[src/rtl/adc_pm_pkg.sv]
// Package adc_pm_pkg
// Shared power-state type and the state-decision function of the tracker.
// Assumes edge counts are passed as plain unsigned integers.
package adc_pm_pkg;

    typedef enum logic [1:0] {
        PM_NORMAL  = 2'd0,
        PM_SHALLOW = 2'd1,
        PM_DEEP    = 2'd2
    } pm_mode_e;

    // Next state from the present state and the falling-edge count at chip-select rise.
    function automatic pm_mode_e pm_decide(
        input pm_mode_e    cur,
        input int unsigned edges,
        input int unsigned guard,
        input int unsigned wake
    );
        pm_mode_e nxt;
        if (cur == PM_NORMAL) begin
            if (edges < guard || edges >= wake) nxt = PM_NORMAL;
            else                                nxt = PM_SHALLOW;
        end else begin
            if (edges >= wake) nxt = PM_NORMAL;
            else               nxt = PM_DEEP;
        end
        return nxt;
    endfunction

endpackage

[src/rtl/adc_pm_edges.sv]
// Module adc_pm_edges
// Keeps one-clock history of chip select and serial clock and derives
// frame boundaries and serial-clock edges. Assumes both inputs are already
// synchronous to clk; the history resets to "idle" (chip select high, clock high).
module adc_pm_edges (
    input  logic clk,
    input  logic rst_n,
    input  logic cs_n,
    input  logic sclk,
    output logic cs_fall,
    output logic cs_rise,
    output logic in_frame,
    output logic sclk_fall,
    output logic sclk_any
);
    logic cs_q;
    logic sclk_q;

    // Hold the previous sample of both control inputs.
    always_ff @(posedge clk) begin
        if (!rst_n) begin
            cs_q   <= 1'b1;
            sclk_q <= 1'b1;
        end else begin
            cs_q   <= cs_n;
            sclk_q <= sclk;
        end
    end

    // Compare present and previous samples to find edges.
    always_comb begin
        cs_fall   = cs_q & ~cs_n;
        cs_rise   = ~cs_q & cs_n;
        in_frame  = ~cs_q & ~cs_n;
        sclk_fall = sclk_q & ~sclk;
        sclk_any  = sclk_q ^ sclk;
    end

endmodule

[src/rtl/adc_pm_counter.sv]
// Module adc_pm_counter
// Counts serial-clock falling edges inside a frame, saturating at FRAME_W.
// Also gives the effective count at the chip-select rise, which includes an
// edge sampled in that same clock. Assumes cs_fall restarts the count.
module adc_pm_counter #(
    parameter int FRAME_W = 16,
    localparam int CNT_W  = $clog2(FRAME_W + 1)
) (
    input  logic             clk,
    input  logic             rst_n,
    input  logic             cs_fall,
    input  logic             cs_rise,
    input  logic             in_frame,
    input  logic             sclk_fall,
    output logic [CNT_W-1:0] cnt,
    output logic [CNT_W-1:0] cnt_eff,
    output logic             cnt_step
);
    localparam logic [CNT_W-1:0] LIMIT = CNT_W'(FRAME_W);

    logic room;

    // Flag a countable edge: in frame (or at the closing rise) with room left.
    always_comb begin
        room     = (cnt < LIMIT);
        cnt_step = sclk_fall & room & (in_frame | cs_rise);
        cnt_eff  = cnt_step ? cnt + 1'b1 : cnt;
    end

    // Restart at each frame start and advance on each counted edge.
    always_ff @(posedge clk) begin
        if (!rst_n) begin
            cnt <= '0;
        end else if (cs_fall) begin
            cnt <= '0;
        end else if (in_frame && cnt_step) begin
            cnt <= cnt_eff;
        end
    end

endmodule

[src/rtl/adc_pm_fsm.sv]
// Module adc_pm_fsm
// Holds the power state and the per-frame flags (valid, waking, track).
// Assumes the state changes only at a chip-select rise, decided from the
// effective falling-edge count.
module adc_pm_fsm
    import adc_pm_pkg::*;
#(
    parameter int       FRAME_W     = 16,
    parameter int       GUARD_EDGES = 2,
    parameter int       WAKE_EDGES  = 10,
    parameter logic [1:0] INIT_MODE = 2'd0,
    localparam int      CNT_W       = $clog2(FRAME_W + 1)
) (
    input  logic             clk,
    input  logic             rst_n,
    input  logic             cs_fall,
    input  logic             cs_rise,
    input  logic             in_frame,
    input  logic             sclk_any,
    input  logic [CNT_W-1:0] cnt_eff,
    output pm_mode_e         mode,
    output logic             frame_valid,
    output logic             waking,
    output logic             track
);
    localparam pm_mode_e INIT_STATE = pm_mode_e'(INIT_MODE);

    pm_mode_e nxt_mode;

    // Evaluate the decision rule for the count reached so far.
    always_comb begin
        nxt_mode = pm_decide(mode, 32'(cnt_eff), GUARD_EDGES, WAKE_EDGES);
    end

    // Power state: updated only when chip select rises.
    always_ff @(posedge clk) begin
        if (!rst_n)       mode <= INIT_STATE;
        else if (cs_rise) mode <= nxt_mode;
    end

    // Frame flags: set at the frame start from the state, cleared at its end.
    always_ff @(posedge clk) begin
        if (!rst_n) begin
            frame_valid <= 1'b0;
            waking      <= 1'b0;
        end else if (cs_fall) begin
            frame_valid <= (mode == PM_NORMAL);
            waking      <= (mode != PM_NORMAL);
        end else if (cs_rise) begin
            frame_valid <= 1'b0;
            waking      <= 1'b0;
        end
    end

    // Track/hold: resumes on the first clock edge of a wake-up frame.
    always_ff @(posedge clk) begin
        if (!rst_n)                                  track <= (INIT_STATE == PM_NORMAL);
        else if (cs_rise)                            track <= (nxt_mode == PM_NORMAL);
        else if (in_frame && sclk_any && mode != PM_NORMAL) track <= 1'b1;
    end

endmodule

[src/rtl/adc_pm_shifter.sv]
// Module adc_pm_shifter
// Builds the output word at frame start and shifts it MSB first on each
// counted serial-clock falling edge. The pin is enabled only in valid
// frames, before the word is used up, and while the frame is open.
module adc_pm_shifter #(
    parameter int  FRAME_W = 16,
    parameter int  LEAD_W  = 2,
    parameter int  RES_W   = 12,
    localparam int PAD_W   = FRAME_W - LEAD_W - RES_W,
    localparam int CNT_W   = $clog2(FRAME_W + 1)
) (
    input  logic             clk,
    input  logic             rst_n,
    input  logic             cs_fall,
    input  logic             cs_rise,
    input  logic             in_frame,
    input  logic             cnt_step,
    input  logic [CNT_W-1:0] cnt,
    input  logic             frame_valid,
    input  logic [RES_W-1:0] conv_word,
    output logic             sdo,
    output logic             sdo_en
);
    localparam logic [CNT_W-1:0] LIMIT = CNT_W'(FRAME_W);

    logic [FRAME_W-1:0] shreg;
    logic               open_q;
    logic [FRAME_W-1:0] word_in;

    // Assemble the framed word from the result and zero fields.
    generate
        if (PAD_W > 0) begin : g_pad
            assign word_in = {{LEAD_W{1'b0}}, conv_word, {PAD_W{1'b0}}};
        end else begin : g_nopad
            assign word_in = {{LEAD_W{1'b0}}, conv_word};
        end
    endgenerate

    // Load at frame start, shift on each counted edge.
    always_ff @(posedge clk) begin
        if (!rst_n)                    shreg <= '0;
        else if (cs_fall)              shreg <= word_in;
        else if (in_frame && cnt_step) shreg <= {shreg[FRAME_W-2:0], 1'b0};
    end

    // Frame-open flag for the pin driver.
    always_ff @(posedge clk) begin
        if (!rst_n)       open_q <= 1'b0;
        else if (cs_fall) open_q <= 1'b1;
        else if (cs_rise) open_q <= 1'b0;
    end

    // Pin drive: enabled only inside a valid, unfinished frame.
    always_comb begin
        sdo_en = open_q & frame_valid & (cnt < LIMIT);
        sdo    = sdo_en & shreg[FRAME_W-1];
    end

endmodule

[src/rtl/adc_pm_tracker.sv]
// Module adc_pm_tracker
// Top of the serial-ADC power-state tracker: edge detection, falling-edge
// counter, power-state machine and output shifter. Assumes cs_n and sclk are
// synchronous to clk and that each serial-clock level lasts at least one clk.
module adc_pm_tracker #(
    parameter int         FRAME_W     = 16,
    parameter int         LEAD_W      = 2,
    parameter int         RES_W       = 12,
    parameter int         GUARD_EDGES = 2,
    parameter int         WAKE_EDGES  = 10,
    parameter logic [1:0] INIT_MODE   = 2'd0
) (
    input  logic             clk,
    input  logic             rst_n,
    input  logic             cs_n,
    input  logic             sclk,
    input  logic [RES_W-1:0] conv_word,
    output logic             sdo,
    output logic             sdo_en,
    output logic [1:0]       mode_o,
    output logic             frame_valid,
    output logic             track,
    output logic             waking
);
    import adc_pm_pkg::*;

    localparam int CNT_W = $clog2(FRAME_W + 1);

    logic             cs_fall, cs_rise, in_frame, sclk_fall, sclk_any;
    logic [CNT_W-1:0] cnt, cnt_eff;
    logic             cnt_step;
    pm_mode_e         mode;

    adc_pm_edges u_edges (
        .clk      (clk),
        .rst_n    (rst_n),
        .cs_n     (cs_n),
        .sclk     (sclk),
        .cs_fall  (cs_fall),
        .cs_rise  (cs_rise),
        .in_frame (in_frame),
        .sclk_fall(sclk_fall),
        .sclk_any (sclk_any)
    );

    adc_pm_counter #(.FRAME_W(FRAME_W)) u_cnt (
        .clk      (clk),
        .rst_n    (rst_n),
        .cs_fall  (cs_fall),
        .cs_rise  (cs_rise),
        .in_frame (in_frame),
        .sclk_fall(sclk_fall),
        .cnt      (cnt),
        .cnt_eff  (cnt_eff),
        .cnt_step (cnt_step)
    );

    adc_pm_fsm #(
        .FRAME_W    (FRAME_W),
        .GUARD_EDGES(GUARD_EDGES),
        .WAKE_EDGES (WAKE_EDGES),
        .INIT_MODE  (INIT_MODE)
    ) u_fsm (
        .clk        (clk),
        .rst_n      (rst_n),
        .cs_fall    (cs_fall),
        .cs_rise    (cs_rise),
        .in_frame   (in_frame),
        .sclk_any   (sclk_any),
        .cnt_eff    (cnt_eff),
        .mode       (mode),
        .frame_valid(frame_valid),
        .waking     (waking),
        .track      (track)
    );

    adc_pm_shifter #(
        .FRAME_W(FRAME_W),
        .LEAD_W (LEAD_W),
        .RES_W  (RES_W)
    ) u_shift (
        .clk        (clk),
        .rst_n      (rst_n),
        .cs_fall    (cs_fall),
        .cs_rise    (cs_rise),
        .in_frame   (in_frame),
        .cnt_step   (cnt_step),
        .cnt        (cnt),
        .frame_valid(frame_valid),
        .conv_word  (conv_word),
        .sdo        (sdo),
        .sdo_en     (sdo_en)
    );

    assign mode_o = mode;

endmodule

[config.mk]
export PLATFORM = sky130hd
export DESIGN_NAME = adc_pm_tracker
export DESIGN_NICKNAME = d
export VERILOG_FILES = /design/src/rtl/adc_pm_pkg.sv /design/src/rtl/adc_pm_edges.sv /design/src/rtl/adc_pm_counter.sv /design/src/rtl/adc_pm_fsm.sv /design/src/rtl/adc_pm_shifter.sv /design/src/rtl/adc_pm_tracker.sv
export SDC_FILE = /design/constraint.sdc
export NUM_CORES = 1
export LEC_CHECK = 0
export ABC_AREA = 1
export BUFFER_PORTS_ARGS = -buffer_cell sky130_fd_sc_hd__buf_4
export CAP_MARGIN = 20
export CORE_MARGIN = 2
export CORE_UTILIZATION = 49
export DETAILED_ROUTE_END_ITERATION = 8
export PLACE_DENSITY_LB_ADDON = 0.12
export SLEW_MARGIN = 20
export SYNTH_ARGS = -nofsm -noshare
export SYNTH_HDL_FRONTEND = slang
export SYNTH_SLANG_ARGS = --single-unit
[constraint.sdc]
create_clock -name clk -period 1.42 [get_ports clk]
set_input_delay 0.213 -clock clk [delete_from_list [all_inputs] [get_ports clk]]
set_output_delay 0.213 -clock clk [all_outputs]
set_load 0.02 [all_outputs]
* Word level (Yosys, flattened, before mapping)
Cells that the tools add are included.
Word-level totals: output and inout bits 7, word-level logic and storage cells 52, register bits 27
Operators by class: reduce and logical (&&, ||, !) cells 11, add/sub/neg operators 1, multiplexer cells 12, order comparisons 3, bitwise logic cells 15
Operator list (number):
- 14-bit two-way mux | 2
- 1-bit AND | 9
- 2-bit nonzero test | 4
- 1-bit two-way mux | 7
- 5-bit by 1-bit adder with 5-bit output (second input constant) | 1
- 5-bit by 4-bit >= comparator with 1-bit output (second input constant) | 1
- 5-bit by 2-bit < comparator with 1-bit output (second input constant) | 1
- 5-bit < comparator (second input constant) | 1
- 5-bit two-way mux | 1
- 2-bit zero test | 2
- 2-bit two-way mux | 2
- 1-bit inverter | 4
- 1-bit logical AND | 3
- 2-bit OR reduction | 1
- 1-bit logical OR | 1
- 1-bit bitwise OR | 1
- 1-bit bitwise XOR | 1

* Depth between registers and ports, before layout
depth after elaboration 11, depth in mapped cells 13, mapped depth without buffers 12

* By module
Synthesis repeated with hierarchy kept, for this count alone.
Second synthesis, totals: cell total of the unflattened synthesis 206, area, all modules 1368.8 µm²
By module, submodules not included:
- adc_pm_shifter | sequential area each 300.3 µm², area each 713.2 µm², cells each 108, times used 1
- adc_pm_counter | sequential area each 100.1 µm², area each 330.3 µm², cells each 52, times used 1
- adc_pm_fsm | sequential area each 100.1 µm², area each 239.0 µm², cells each 34, times used 1
- adc_pm_edges | sequential area each 40.0 µm², area each 86.3 µm², cells each 12, times used 1

* Worst setup path before layout
No wires, ideal clock.
kind reg2out, start register u_fsm.frame_valid, end output port sdo, path buffers 0, setup slack 0 ps, data arrival time 1207 ps, stages on the path, launching flop included 3, cell sequence dfxtp_1 > inv_1 > nor4_1
Between the ends: longest elaborated chain between the ends 3
RTL lines:
- start: declaration | RTL line adc_pm_fsm.sv:22 | output logic frame_valid,
- start signal: assignment | RTL line adc_pm_fsm.sv:47 | frame_valid <= (mode == PM_NORMAL);
- 1-bit AND (2 in a row) | RTL line adc_pm_shifter.sv:55 | sdo_en = open_q & frame_valid & (cnt < LIMIT);
- 1-bit AND | RTL line adc_pm_shifter.sv:56 | sdo = sdo_en & shreg[FRAME_W-1];
- end: declaration | RTL line adc_pm_tracker.sv:18 | output logic sdo,
No other way between the ends.

* Worst setup path in the final report
start register u_edges.cs_q, end register u_fsm.track
Between the ends: longest elaborated chain between the ends 11, elaborated cells on any way between the ends 17
RTL lines:
- start: declaration | RTL line adc_pm_edges.sv:16 | logic cs_q;
- start signal: assignment | RTL line adc_pm_edges.sv:25 | cs_q <= cs_n;
- 1-bit inverter (*) | RTL line adc_pm_edges.sv:33 | cs_rise = ~cs_q & cs_n;
- 1-bit AND (*) | RTL line adc_pm_edges.sv:33
- net cs_rise | RTL line adc_pm_tracker.sv:29 | logic cs_fall, cs_rise, in_frame, sclk_fall, sclk_any;
- 1-bit bitwise OR | RTL line adc_pm_counter.sv:26 | cnt_step = sclk_fall & room & (in_frame | cs_rise);
- 1-bit AND | RTL line adc_pm_counter.sv:26
- 5-bit two-way mux | RTL line adc_pm_counter.sv:27 | cnt_eff = cnt_step ? cnt + 1'b1 : cnt;
- 5-bit by 2-bit < comparator with 1-bit output or 5-bit by 4-bit >= comparator with 1-bit output (tied branches) | RTL line adc_pm_pkg.sv:21, adc_pm_pkg.sv:24
- 1-bit logical OR | RTL line adc_pm_pkg.sv:21 | if (edges < guard || edges >= wake) nxt = PM_NORMAL;
- 1-bit two-way mux | RTL line adc_pm_pkg.sv:21
- 2-bit two-way mux | RTL line adc_pm_pkg.sv:20 | if (cur == PM_NORMAL) begin
- 2-bit zero test | RTL line adc_pm_fsm.sv:58 | else if (cs_rise) track <= (nxt_mode == PM_NORMAL);
- 1-bit two-way mux | RTL line adc_pm_fsm.sv:58
- end signal: assignment | RTL line adc_pm_fsm.sv:57 | if (!rst_n) track <= (INIT_STATE == PM_NORMAL);
- end signal: assignment | RTL line adc_pm_fsm.sv:58
- end: declaration | RTL line adc_pm_fsm.sv:24 | output logic track
Mark *: on every way through the listed nets, which the timed path passes. The rest lies on a longest branch. A chain may end at the register's enable or synchronous reset.

==> flow_summary.ini <==
[global_routing]
grt_max_degree = 17
track_usage_pct = 18.3
overflow = 0
grt_pass1_vias = 1188
antenna_found_initial = 0
grt_pass1_wl_um = 4690

[pwr]
p_sw_uw = 398
power.share.clock_pct = 23.9
switching_share_pct = 28.1
pwr-share-comb_pct = 18.9
ir_drop_mv = 0.726
p_int_uw = 1020
seqPwrFrac_pct = 57.2
powerDensity_nw_per_um2 = 787
leakage_uw = 0.000791

[placement]
gp_congestion = 0.801
port_buffers = 22
dp_hpwl_um = 2170
dpl_worst_slack_ps = -96.7
placed_area_um2 = 1600

[setup_path]
cp-startpoint = u_edges.cs_q
endpoint_kind = flip-flop
cp.required_ps = 1670
r2r_start = u_edges.cs_q
critical_path_arrival_ps = 1690
cp-start-kind = flip-flop
path_max_fanout = 4
path_class = flip-flop to flip-flop

[timing]
relSlewSlack_pct = 73.3
fin_skew_ps = 6.54
finalSetupViolCount = 2
setup_slack_ps = -29.3
final-max-slew-violation-count = 0
min_period_ps = 1450
finalCritPeriodShare_pct = 102
fin_hold_ws_ps = 62.4
finalHoldViolations = 0
tightest_slew_ps = 398
rsz0062_at_grt = yes
timing.fmax_mhz = 690

[cells_and_area]
diodes = 0
drive_above_1_share_pct = 36.7
final_util_pct = 71.4
syn2layout_area_growth_pct = 35.2
fin_nets = 248
fin_area_um2 = 1800
nFillCells = 207

[yosys]
synth_flop_cell = dfxtp_1
synth_area_um2 = 1330
synth_edf_count = 0
ys_seq_elements = 27
synth_nets = 211
seq_area_frac_synth_pct = 40.6
synth_cells = 190
syn_avg_cell_area_um2 = 7.01
synth_top_area_cell = dfxtp_1
ys_types = 25
yosysTopAreaCellShare_pct = 40.6
async_flop_share_pct = 0
synthTopCellsByArea = dfxtp_1 41%, nand2_1 17%, inv_1 6.2%
yosys_warnings = 0

[cts]
numCtsBuffers = 3
cts.clk_slew.worst_paths_ps = 150
clk_latency_ps = 320
cts-root-buf = clkbuf_4
ctsHoldBuffers = 0
cts_tree = done
cts.sinks = 27
cts_buffer_depth = 2
h-tree-depth = 1

[hold_path]
hold_class = input port to flip-flop
min_from = rst_n

[detailed_routing]
avgRoutedWirePerCell_um = 12.6
viasPerCell = 5.20
wl_met3_um = 82
ant_nets = 0
wl_met1_um = 1450
drt_wl_total_um = 3230
vias = 1331
highest_layer = met4
drt_pass1_iterations = 4
wl_met2_um = 1670
drc_errors = 0
drt_iter0_drc = 35

[floorplanning]
pin_count = 23
start_util_pct = 52.8
die_width_um = 56.2
dieArea_um2 = 3150
chipHeight_um = 56.2
row_count = 18
coreArea_um2 = 2520

[run_status]
status = complete, but fails checks
violations = negative setup slack

[flow_run]
maxCapViolations = 0
==> synthesized netlist by cell type, types with 3 or more instances <==
master and instances:
nand3_1 16, a21oi_1 14, inv_1 22, o21ai_0 5, nand2_1 59, a31oi_1 11, ha_1 5, dfxtp_1 27
clkbuf_1 3, nor2_1 9
==> sequential cells by signal (all words and copies together), names as in the netlist <==
| signal | cells |
|---|---|
| u_edges.sclk_q | 1 |
| u_edges.cs_q | 1 |
| u_shift.shreg | 14 |
| u_fsm.mode | 2 |
| u_fsm.track | 1 |
| u_fsm.frame_valid | 1 |
| u_shift.open_q | 1 |
| u_cnt.cnt | 5 |
| u_fsm.waking | 1 |
==> cell usage in the layout, fill, tap and decap left out, types with 4 or more instances in the layout <==
cell type,netlist,final
nand2_1,59,49
buf_4,1,36
dfxtp_1,27,21
inv_1,22,17
nand3_1,16,13
a21oi_1,14,12
nand2_2,2,11
a31oi_1,11,11
nor2_1,9,7
inv_2,2,5
nand3_2,1,4
o21ai_0,5,4
dfxtp_2,0,4
==> kinds of logic after synthesis <==
| kind of cell | Yosys count | share of synthesized area (%) |
|---|---|---|
| and+or+nand+nor | 94 | 30.7 |
| AOI/OAI and AO/OA | 32 | 13.2 |
| buffers and inverters | 31 | 10.1 |
| DFF | 27 | 40.6 |
| adders and majority gates | 5 | 4.69 |
| xor gates and xnor gates | 1 | 0.657 |
==> worst max-delay path, cell delays in order (launching register included) <==
cell	delay (ps)
dfxtp_2	370
inv_4	70
ha_4	140
nor2_1	50
nor2_2	160
nand2_1	150
nand2_2	110
nor2_2	50
nand2_2	70
nand3_2	80
nand3_2	80
nand2_1	40
==> layout make-up <==
type                       instances  area [um2]  share of cell area [%]
inverter                          25        97.6                    5.42
tap                               30        37.5                    2.08
clock inverter                     1        5.00                   0.278
clock buffer                       3        22.5                    1.25
multi-input combinational        132         771                    42.8
sequential                        27         553                    30.7
timing repair buffer              38         315                    17.5
==> routing by layer <==
metal / vias to the layer above / track usage [%]
li1: 684 / -
met1: 621 / 21.5
met2: 22 / 33.3
met3: 4 / 2.09
met4: 0 / 7.82
met5: - / 0
==> path summary, 6_finish.rpt <==
kind,endpoint,slack (ps),depth (start not counted)
setup / recovery,u_fsm.track,-30,11
hold / removal,u_edges.cs_q,60,2
setup reg to reg,u_fsm.track,-30,11
hold reg to reg,u_fsm.waking,470,2
==> what timing repair did <==
| item | 4_1_cts | 5_1_grt |
|---|---|---|
| pin swaps | 1 | 12 |
| setup buffers | 1 | 2 |
| gates cloned | 0 | 1 |
| setup endpoints to repair | 5 | 18 |
| resized for setup | 7 | 35 |
==> metrics by stage <==
stage	setup TNS, ps	std cells	total power, uW
global placement	-99.9	248	1040
detailed placement	-326	248	1050
global route	-460	256	1480
CTS	-11.7	253	1390
finish	-36.1	256	1420
floorplan	0	190	956
==> power by group through the flow <==
| stage | logic (uW) | registers (uW) | clock network, uW |
|---|---|---|---|
| after global placement | 219 | 825 | 0 |
| after global routing | 295 | 814 | 369 |
| after floorplan | 125 | 831 | 0 |
| after detailed placement | 224 | 827 | 0 |
| after CTS | 231 | 811 | 348 |
| final | 268 | 811 | 339 |
Note: power is estimated with default switching activity, not from simulation.
